<file path="config.mk">
export PLATFORM = sky130hd
export DESIGN_NAME = cmdq_consumer
export DESIGN_NICKNAME = d
export VERILOG_FILES = /design/src/rtl/cmdq_pkg.sv /design/src/rtl/cmdq_rst_sync.sv /design/src/rtl/cmdq_capacity.sv /design/src/rtl/cmdq_rdptr.sv /design/src/rtl/cmdq_seq.sv /design/src/rtl/cmdq_consumer.sv
export SDC_FILE = /design/constraint.sdc
export NUM_CORES = 1
export LEC_CHECK = 0
export BUFFER_PORTS_ARGS = -buffer_cell sky130_fd_sc_hd__buf_2
export CAP_MARGIN = 10
export CORE_AREA = 4 4 264 266
export CTS_CLUSTER_DIAMETER = 150
export CTS_CLUSTER_SIZE = 28
export DETAILED_ROUTE_END_ITERATION = 8
export DIE_AREA = 0 0 268 270
export PLACE_DENSITY = 0.52
export SETUP_SLACK_MARGIN = 0.15
export SLEW_MARGIN = 30
export SYNTH_ARGS = -nofsm -noshare
export SYNTH_HDL_FRONTEND = slang
export SYNTH_SLANG_ARGS = --single-unit
</file>
<file path="constraint.sdc">
create_clock -name clk -period 12.7 [get_ports clk]
set_clock_uncertainty 0.05 [all_clocks]
set_input_delay 0.635 -clock clk [delete_from_list [all_inputs] [get_ports clk]]
set_output_delay 0.635 -clock clk [all_outputs]
set_load 0.005 [all_outputs]
</file>
<file path="src/rtl/cmdq_pkg.sv">
package cmdq_pkg;

  typedef enum logic [1:0] {
    RES_DONE  = 2'b00,
    RES_DROP  = 2'b01,
    RES_STALL = 2'b10,
    RES_FATAL = 2'b11
  } exe_res_e;

  typedef enum logic [2:0] {
    SQ_IDLE  = 3'd0,
    SQ_REQ   = 3'd1,
    SQ_RSP   = 3'd2,
    SQ_EXE   = 3'd3,
    SQ_STALL = 3'd4
  } seq_state_e;

  localparam int PAGE_BYTES_LOG2 = 12;

endpackage

</file>
<file path="src/rtl/cmdq_rst_sync.sv">
module cmdq_rst_sync (
  input  logic clk,
  input  logic rst_n,
  output logic rst_n_sync
);

  logic [1:0] sync_q;

  always_ff @(posedge clk or negedge rst_n) begin
    if (!rst_n) begin
      sync_q <= 2'b00;
    end else begin
      sync_q <= {sync_q[0], 1'b1};
    end
  end

  assign rst_n_sync = sync_q[1];

endmodule

</file>
<file path="src/rtl/cmdq_capacity.sv">
module cmdq_capacity #(
  parameter int PAGE_W   = 8,
  parameter int PG_SHIFT = 7,
  parameter int OFF_W    = PAGE_W + PG_SHIFT,
  parameter int CNT_W    = OFF_W + 1
) (
  input  logic              q_enable,
  input  logic [PAGE_W-1:0] pages_m1,
  input  logic [OFF_W-1:0]  prod_off,
  input  logic [OFF_W-1:0]  cons_off,
  output logic [CNT_W-1:0]  num_entries,
  output logic              prod_bad,
  output logic              cons_bad
);

  logic [PAGE_W:0] page_cnt;

  assign page_cnt = {1'b0, pages_m1} + {{PAGE_W{1'b0}}, 1'b1};

  generate
    if (PG_SHIFT == 0) begin : g_noshift
      assign num_entries = page_cnt;
    end else begin : g_shift
      assign num_entries = {page_cnt, {PG_SHIFT{1'b0}}};
    end
  endgenerate

  always_comb begin
    prod_bad = q_enable && ({1'b0, prod_off} >= num_entries);
    cons_bad = q_enable && ({1'b0, cons_off} >= num_entries);
  end

endmodule

</file>
<file path="src/rtl/cmdq_rdptr.sv">
module cmdq_rdptr #(
  parameter int OFF_W = 15,
  parameter int CNT_W = OFF_W + 1
) (
  input  logic             clk,
  input  logic             rst_n,
  input  logic             load_en,
  input  logic [OFF_W-1:0] load_val,
  input  logic             step_en,
  input  logic [CNT_W-1:0] num_entries,
  output logic [OFF_W-1:0] ptr
);

  logic [OFF_W-1:0] ptr_q;
  logic [OFF_W-1:0] ptr_d;
  logic [CNT_W-1:0] ptr_inc;
  logic             at_end;
  logic             ptr_en;

  assign ptr_inc = {1'b0, ptr_q} + {{(CNT_W-1){1'b0}}, 1'b1};
  assign at_end  = (ptr_inc == num_entries);
  assign ptr_en  = load_en || step_en;

  always_comb begin
    ptr_d = ptr_q;
    if (load_en) begin
      ptr_d = load_val;
    end else if (step_en) begin
      ptr_d = at_end ? '0 : ptr_inc[OFF_W-1:0];
    end
  end

  always_ff @(posedge clk or negedge rst_n) begin
    if (!rst_n) begin
      ptr_q <= '0;
    end else if (ptr_en) begin
      ptr_q <= ptr_d;
    end
  end

  assign ptr = ptr_q;

endmodule

</file>
<file path="src/rtl/cmdq_seq.sv">
module cmdq_seq
  import cmdq_pkg::*;
#(
  parameter int CMD_W = 256
) (
  input  logic             clk,
  input  logic             rst_n,
  input  logic             start_ok,
  input  logic             sw_load,
  input  logic             req_ready,
  input  logic             rsp_valid,
  input  logic [CMD_W-1:0] rsp_data,
  input  logic             done,
  input  logic [1:0]       verdict,
  output logic             req_valid,
  output logic             cmd_valid,
  output logic [CMD_W-1:0] cmd,
  output logic             ptr_step,
  output logic             load_ok,
  output logic             parked
);

  seq_state_e       state_q, state_d;
  logic [CMD_W-1:0] cmd_q;
  logic             cmd_en;
  logic             verdict_moves;

  assign verdict_moves = (verdict == RES_DONE) || (verdict == RES_DROP);

  always_comb begin
    state_d  = state_q;
    cmd_en   = 1'b0;
    ptr_step = 1'b0;
    case (state_q)
      SQ_IDLE: begin
        if (start_ok && !sw_load) state_d = SQ_REQ;
      end
      SQ_REQ: begin
        if (req_ready) state_d = SQ_RSP;
      end
      SQ_RSP: begin
        if (rsp_valid) begin
          cmd_en  = 1'b1;
          state_d = SQ_EXE;
        end
      end
      SQ_EXE: begin
        if (done) begin
          if (verdict_moves) begin
            ptr_step = 1'b1;
            state_d  = SQ_IDLE;
          end else begin
            state_d  = SQ_STALL;
          end
        end
      end
      SQ_STALL: begin
        if (sw_load) state_d = SQ_IDLE;
      end
      default: state_d = SQ_IDLE;
    endcase
  end

  always_ff @(posedge clk or negedge rst_n) begin
    if (!rst_n) begin
      state_q <= SQ_IDLE;
    end else begin
      state_q <= state_d;
    end
  end

  always_ff @(posedge clk or negedge rst_n) begin
    if (!rst_n) begin
      cmd_q <= '0;
    end else if (cmd_en) begin
      cmd_q <= rsp_data;
    end
  end

  assign req_valid = (state_q == SQ_REQ);
  assign cmd_valid = (state_q == SQ_EXE);
  assign parked    = (state_q == SQ_STALL);
  assign load_ok   = (state_q == SQ_IDLE) || (state_q == SQ_STALL);
  assign cmd       = cmd_q;

endmodule

</file>
<file path="src/rtl/cmdq_consumer.sv">
module cmdq_consumer
  import cmdq_pkg::*;
#(
  parameter int  ADDR_W     = 48,
  parameter int  PAGE_W     = 8,
  parameter int  ENTRY_LOG2 = 5,
  localparam int PG_SHIFT   = PAGE_BYTES_LOG2 - ENTRY_LOG2,
  localparam int OFF_W      = PAGE_W + PG_SHIFT,
  localparam int CNT_W      = OFF_W + 1,
  localparam int CMD_W      = 8 << ENTRY_LOG2
) (
  input  logic              clk,
  input  logic              rst_n,
  input  logic              cfg_valid,
  input  logic [ADDR_W-1:0] cfg_base,
  input  logic [PAGE_W-1:0] cfg_pages_m1,
  input  logic [OFF_W-1:0]  cfg_wr_off,
  input  logic              rd_load,
  input  logic [OFF_W-1:0]  rd_load_val,
  output logic [OFF_W-1:0]  rd_off,
  output logic              err_wr_off,
  output logic              err_rd_off,
  output logic              stalled,
  output logic              mem_req_valid,
  input  logic              mem_req_ready,
  output logic [ADDR_W-1:0] mem_req_addr,
  input  logic              mem_rsp_valid,
  input  logic [CMD_W-1:0]  mem_rsp_data,
  output logic              exe_valid,
  output logic [CMD_W-1:0]  exe_cmd,
  input  logic              exe_done,
  input  logic [1:0]        exe_result
);

  logic             rst_n_int;
  logic [CNT_W-1:0] num_entries;
  logic             wr_bad;
  logic             rd_bad;
  logic             start_ok;
  logic             step;
  logic             load_ok;
  logic             load_fire;
  logic [OFF_W-1:0] rd_q;

  cmdq_rst_sync u_rst_sync (
    .clk        (clk),
    .rst_n      (rst_n),
    .rst_n_sync (rst_n_int)
  );

  cmdq_capacity #(
    .PAGE_W   (PAGE_W),
    .PG_SHIFT (PG_SHIFT),
    .OFF_W    (OFF_W),
    .CNT_W    (CNT_W)
  ) u_capacity (
    .q_enable    (cfg_valid),
    .pages_m1    (cfg_pages_m1),
    .prod_off    (cfg_wr_off),
    .cons_off    (rd_q),
    .num_entries (num_entries),
    .prod_bad    (wr_bad),
    .cons_bad    (rd_bad)
  );

  assign start_ok  = cfg_valid && !wr_bad && !rd_bad && (rd_q != cfg_wr_off);
  assign load_fire = rd_load && load_ok;

  cmdq_rdptr #(
    .OFF_W (OFF_W),
    .CNT_W (CNT_W)
  ) u_rdptr (
    .clk         (clk),
    .rst_n       (rst_n_int),
    .load_en     (load_fire),
    .load_val    (rd_load_val),
    .step_en     (step),
    .num_entries (num_entries),
    .ptr         (rd_q)
  );

  cmdq_seq #(
    .CMD_W (CMD_W)
  ) u_seq (
    .clk       (clk),
    .rst_n     (rst_n_int),
    .start_ok  (start_ok),
    .sw_load   (rd_load),
    .req_ready (mem_req_ready),
    .rsp_valid (mem_rsp_valid),
    .rsp_data  (mem_rsp_data),
    .done      (exe_done),
    .verdict   (exe_result),
    .req_valid (mem_req_valid),
    .cmd_valid (exe_valid),
    .cmd       (exe_cmd),
    .ptr_step  (step),
    .load_ok   (load_ok),
    .parked    (stalled)
  );

  assign mem_req_addr = cfg_base + (ADDR_W'(rd_q) << ENTRY_LOG2);
  assign rd_off       = rd_q;
  assign err_wr_off   = wr_bad;
  assign err_rd_off   = rd_bad;

endmodule

</file>
==> results of run 1 <==
-- final cells by class --
class,count,area [µm²]
Clock buffer,17,393
Antenna cell,4,10.0
Tap cell,873,1090
Clock inverter,3,57.6
Fill cell,7147,49600
Timing Repair Buffer,670,3420
Multi-Input combinational cell,622,5450
Sequential cell,276,6910
Inverter,30,113
-- logic make-up (layout without fill, tap and decap cells) --
kind of cell	Yosys count	after routing	synth area share
fa+ha+maj	34	34	0.0340
buf+inv	78	720	0.0255
other cells	1	5	0.000296
xor+xnor	77	77	0.0532
flops	276	276	0.545
compound gates	98	98	0.0487
mux	257	257	0.228
simple gates	155	155	0.0650
-- sequential cells by signal, summed over array words and instances, names as in the netlist --
register / flops
u_rst_sync.sync_q: 2
u_seq.cmd: 256
u_rdptr.ptr: 15
u_seq.state_q: 3
-- path summary, 6_finish.rpt --
kind,endpoint,cells past startpoint,from,slack (ns)
max in group asynchronous,u_rdptr.ptr[9],2,u_rst_sync.sync_q[1],10.86
min reg2reg,u_rst_sync.sync_q[1],0,u_rst_sync.sync_q[0],0.32
min,u_seq.cmd[168],2,mem_rsp_data[168],0.28
min in group asynchronous,u_seq.cmd[134],0,u_rst_sync.sync_q[1],0.36
max,mem_req_addr[41],11,u_rdptr.ptr[0],8.31
max reg2reg,u_seq.cmd[54],4,u_seq.state_q[0],9.67
-- power by group --
group / switching, mW / internal [mW]
clock: 0.308 / 0.248
combinational: 0.799 / 0.938
sequential: 0.290 / 1.32
-- synthesized netlist by cell type, types with 2 or more instances --
| master | instances |
|---|---|
| a221o_1 | 4 |
| nand2_1 | 36 |
| nor2_1 | 29 |
| a22oi_1 | 5 |
| and4_1 | 3 |
| and2_1 | 4 |
| a21oi_1 | 26 |
| a21o_1 | 3 |
| o21a_1 | 4 |
| nand3b_1 | 3 |
| buf_4 | 6 |
| inv_1 | 30 |
| a211oi_1 | 3 |
| ha_1 | 32 |
| o211ai_1 | 2 |
| nor2b_1 | 3 |
| nor3b_1 | 4 |
| o22ai_1 | 5 |
| o21ai_1 | 2 |
| a31oi_1 | 2 |
| nor4_1 | 8 |
| nand3_1 | 19 |
| clkbuf_1 | 36 |
| mux2_2 | 256 |
| buf_2 | 6 |
| nand4_1 | 14 |
| nor4_2 | 3 |
| dfrtp_1 | 276 |
| a221oi_1 | 2 |
| or4_1 | 2 |
| and3_1 | 11 |
| xor2_1 | 21 |
| nor3_1 | 11 |
| xnor2_1 | 56 |
| o21bai_1 | 3 |
| o21ai_0 | 29 |
-- layer usage --
metal | routed length (µm) | GRT usage
met2 | 23800 | 0.224
met1 | 15900 | 0.124
met5 | 18 | 0
met3 | 4040 | 0.0374
met4 | 1230 | 0.0340
-- cell usage in the layout (no fill, tap or decap), types with 4 or more instances in the layout --
cell	synthesis	routed
nand3_1	19	19
o22ai_1	5	5
xor2_1	21	21
dfrtp_1	276	275
o21a_1	4	4
nor3b_1	4	4
a22oi_1	5	5
nor4_1	8	8
a221o_1	4	4
ha_1	32	32
a21oi_1	26	25
buf_2	6	663
nand2_1	36	36
and3_1	11	11
and2_1	4	4
clkbuf_16	0	15
o21ai_0	29	29
diode_2	0	4
nor3_1	11	11
nand4_1	14	14
nor2_1	29	28
xnor2_1	56	56
mux2_2	256	256
inv_1	30	30
-- metrics by stage --
step / setup WS [ns] / cell area, µm² / util / hold WS, ns / power [mW]
2_1_floorplan: 4.39 / 12700 / - / 0.281 / 2.51
3_3_place_gp: 8.73 / 16900 / 0.253 / 0.291 / 3.36
3_5_place_dp: 8.67 / 16900 / 0.253 / 0.291 / 3.40
4_1_cts: 8.22 / 17400 / 0.260 / 0.231 / 3.98
5_1_grt: 8.08 / 17400 / 0.260 / 0.238 / 4.20
6_report: 8.31 / 17500 / 0.260 / 0.275 / 3.90
-- what timing repair did --
item                       4_1_cts  5_1_grt
setup buffers                    0        0
hold buffers                     1        0
hold endpoints to repair         2        0
setup endpoints to repair        0        0
==> impl_metrics.env, run 1 <==
export IMPL_die_h_um=270
export IMPL_ys_top_cells_by_area="dfrtp_1, mux2_2, xnor2_1, ha_1, xor2_1"
export IMPL_clock_path_buffers=3
export IMPL_die_area_mm2=0.0724
export IMPL_ys_ff_latch=276
export IMPL_status="completed"
export IMPL_cp_end_kind="output port"
export IMPL_drt_vias_per_instance=4.10
export IMPL_layoutNonFillerInstCount=2495
export IMPL_grt_max_degree=157
export IMPL_place_congestion=0.851
export IMPL_crit_fanout=11
export IMPL_path_buf_inv=2
export IMPL_slew_headroom=0.365
export IMPL_synthCells=976
export IMPL_ys_seq_area_frac=0.545
export IMPL_crit_chain="ha_1 -> inv_1 -> fa_1 -> nor2b_1 -> o2111ai_1 -> a21oi_1 -> nor3_1 -> o21a_1 -> nor3_1 -> xor2_1 -> buf_2"
export IMPL_final_nets=1998
export IMPL_core_mm2=0.0670
export IMPL_crit_path_frequent_cell="nor3_1"
export IMPL_power_density_mw_per_mm2=224
export IMPL_max_stage_delay_ns=0.57
export IMPL_cp_required_ns=12.02
export IMPL_synth_avg_cell_area_um2=13.0
export IMPL_drive_above_1_share=0.590
export IMPL_power_leakage_nw=8.20
export IMPL_hold_viol=0
export IMPL_grtUsageTotal=0.118
export IMPL_ys_flop_type="dfrtp_1"
export IMPL_antenna_found_initial=10
export IMPL_max_freq_mhz=228
export IMPL_ctsHtreeMaxLevel=1
export IMPL_vdd_drop_max_uv=124
export IMPL_critPathSlowestCell="dfrtp_1"
export IMPL_first_pass_iters=5
export IMPL_cpLargestDelayFamily="compound AO/OA/AOI/OAI gates"
export IMPL_netlist_area_mm2=0.0127
export IMPL_ant_nets=0
export IMPL_yosysTopAreaCell="dfrtp_1"
export IMPL_worst_pin_slew_ns=0.953
export IMPL_cts_root_buf="clkbuf_16"
export IMPL_drv_cap=0
export IMPL_synthArstFlopShare=1.00
export IMPL_synth_fp_nets=1360
export IMPL_cts_tree="yes"
export IMPL_arrival_ns=3.70
export IMPL_drt_iter0_drc=314
export IMPL_insertion_delay_ns=0.52
export IMPL_synth_cell_type_count=53
export IMPL_fin_setup_tns_ns=0
export IMPL_wl_mm=45.0
export IMPL_grt_pass1_wl_mm=67.6
export IMPL_rows=95
export IMPL_cts_sinks=276
export IMPL_vias=10200
export IMPL_gr_total_overflow=0
export IMPL_cts_made_buffers=14
export IMPL_grt_pass1_vias=11000
export IMPL_min_period_ns=4.39
export IMPL_yosysWarnings=0
export IMPL_hp_class="in2reg"
export IMPL_initial_core_util=0.189
export IMPL_crit_type="reg2out"
export IMPL_io_buffers=663
export IMPL_period_share=0.345
export IMPL_drc_errors=0
export IMPL_routedWlPerCell_um=18.1
export IMPL_crit_path_start_kind="flip-flop"
export IMPL_dp_hpwl_mm=36.2
export IMPL_path_clk_slew_ns=0.11
export IMPL_dp_cells=2469
export IMPL_setup_viol=0
export IMPL_cts_resized=0
export IMPL_synth_top_cell_area_share=0.545
export IMPL_io_pin_count=675
export IMPL_slew_violations=0
export IMPL_grt_setup_unrepaired="no"
export IMPL_area_growth_pct=37.7
export IMPL_synth_edff_count=0
export IMPL_die_w_um=268
(Power assumes the default switching activity.)
==> inputs of run 2 (changes only) <==
Clock period 12.7 ns to 4.05 ns, I/O delays scaled along.
==> impl_metrics.env, run 2 (synthesis gave the netlist of run 1 again) <==
export IMPL_drt_vias_per_instance=4.08
export IMPL_layoutNonFillerInstCount=2774
export IMPL_ctsHtreeMaxLevel=1
export IMPL_arrival_ns=3.29
export IMPL_core_mm2=0.0670
export IMPL_hold_viol=0
export IMPL_max_freq_mhz=282
export IMPL_crit_chain="ha_1 -> inv_1 -> fa_1 -> nor2b_1 -> o2111ai_1 -> a21oi_2 -> nor3_2 -> o21a_2 -> nor4_1 -> xnor2_1 -> buf_2"
export IMPL_max_stage_delay_ns=0.47
export IMPL_io_pin_count=675
export IMPL_cpLargestDelayFamily="compound AO/OA/AOI/OAI gates"
export IMPL_worst_pin_slew_ns=0.768
export IMPL_die_h_um=270
export IMPL_grt_setup_unrepaired="no"
export IMPL_grt_max_degree=113
export IMPL_crit_fanout=11
export IMPL_largest_reg_flops=256
export IMPL_crit_path_start_kind="flip-flop"
export IMPL_hp_class="in2reg"
export IMPL_vdd_drop_max_uv=380
export IMPL_layout_common_cells="buf_2, dlygate4sd3_1, dfrtp_1"
export IMPL_initial_core_util=0.189
export IMPL_period_share=0.876
export IMPL_grt_pass1_vias=12300
export IMPL_r2r_slack_ns=1.39
export IMPL_drv_cap=0
export IMPL_whs_path_depth=5
export IMPL_hp_start="cfg_valid"
export IMPL_gr_total_overflow=0
export IMPL_hold_end="u_seq.state_q[0]"
export IMPL_cp_end_kind="output port"
export IMPL_rr_endpoint="u_rdptr.ptr[12]"
export IMPL_critPathSlowestCell="dfrtp_2"
export IMPL_area_growth_pct=60.1
export IMPL_power_mw=12.6
export IMPL_antenna_cells=0
export IMPL_fin_setup_tns_ns=0
export IMPL_crit_type="reg2out"
export IMPL_ant_nets=0
export IMPL_cp_required_ns=3.80
export IMPL_path_depth=11
export IMPL_antenna_found_initial=1
export IMPL_routedWlPerCell_um=17.4
export IMPL_power_density_mw_per_mm2=620
export IMPL_wl_mm=48.4
export IMPL_drc_errors=0
export IMPL_cts_tree="yes"
export IMPL_utilization=0.303
export IMPL_drt_iter0_drc=380
export IMPL_dp_cells=2477
export IMPL_cts_sinks=276
export IMPL_cts_made_buffers=14
export IMPL_path_buf_inv=2
export IMPL_fin_ws_ns=0.503
export IMPL_rr_worst_depth=8
export IMPL_io_buffers=663
export IMPL_power_leakage_nw=9.40
export IMPL_min_period_ns=3.55
export IMPL_die_area_mm2=0.0724
export IMPL_grtUsageTotal=0.126
export IMPL_insertion_delay_ns=0.52
export IMPL_path_clk_slew_ns=0.10
export IMPL_clock_path_buffers=3
export IMPL_cts_root_buf="clkbuf_16"
export IMPL_first_pass_iters=5
export IMPL_rr_startpoint="u_rdptr.ptr[2]"
export IMPL_grt_pass1_wl_mm=72.2
export IMPL_final_nets=2282
export IMPL_slew_violations=0
export IMPL_die_w_um=268
export IMPL_drive_above_1_share=0.507
export IMPL_final_common_cell="buf_2"
export IMPL_setup_viol=0
export IMPL_vias=11300
export IMPL_dp_slack_ns=0.763
export IMPL_dp_hpwl_mm=37.4
export IMPL_place_congestion=0.846
export IMPL_slew_headroom=0.488
export IMPL_rows=95
export IMPL_status="completed"
-- run 2: timing repair --
| action | in CTS | in global routing |
|---|---|---|
| hold buffers | 277 | 0 |
| setup endpoints to repair | 0 | 14 |
| hold endpoints to repair | 275 | 0 |
| buffers inserted | 0 | 0 |
| resized for setup | 0 | 5 |
-- run 2: cell type report --
cell class              count  area (µm²)
fillers                  6857       46800
flip-flops and latches    276        6910
repair buffers            954        6290
multi-input cells         622        5460
well taps                 873        1090
clock buffers              16         379
inverters                  30         113
clock inverters             3        37.5
-- run 2: routing by layer --
layer | GRT usage | wire length [µm]
met5 | 0 | 0
met4 | 0.0452 | 1810
met3 | 0.0316 | 3530
met2 | 0.241 | 25900
met1 | 0.132 | 17100
-- run 2: worst max-delay path by stage --
| stage | start | to | slack [ns] |
|---|---|---|---|
| 2_1_floorplan | u_rst_sync.sync_q[1] | u_rdptr.ptr[0] | 1.24 |
| 3_3_place_gp | u_rdptr.ptr[0] | mem_req_addr[43] | 0.80 |
| 3_5_place_dp | u_rdptr.ptr[0] | mem_req_addr[43] | 0.76 |
| 4_1_cts | u_rdptr.ptr[0] | mem_req_addr[43] | 0.15 |
| 5_1_grt | u_rdptr.ptr[0] | mem_req_addr[25] | 0.19 |
| 6_report | u_rdptr.ptr[0] | mem_req_addr[35] | 0.50 |
-- run 2: worst min-delay path, delay by kind of cell --
family / cells / cell delay [ns]
simple gates: 3 / 0.19
buf+inv: 1 / 0.13
compound gates: 1 / 0.10
-- run 2: metrics by stage --
| step | hold slack, ns | cell area (µm²) |
|---|---|---|
| finish | 0.122 | 20300 |
| global route | 0.142 | 20300 |
| CTS | 0.0678 | 20200 |
| detailed placement | -0.0605 | 17100 |
| global placement | -0.0607 | 17100 |
| floorplan | -0.143 | 12700 |
-- run 2: report_power, final --
group / switching, mW / total, mW / internal, mW
logic: 2.67 / 5.83 / 3.16
clock network: 0.972 / 1.67 / 0.697
registers: 0.934 / 5.08 / 4.15
total: 4.58 / 12.6 / 8.01
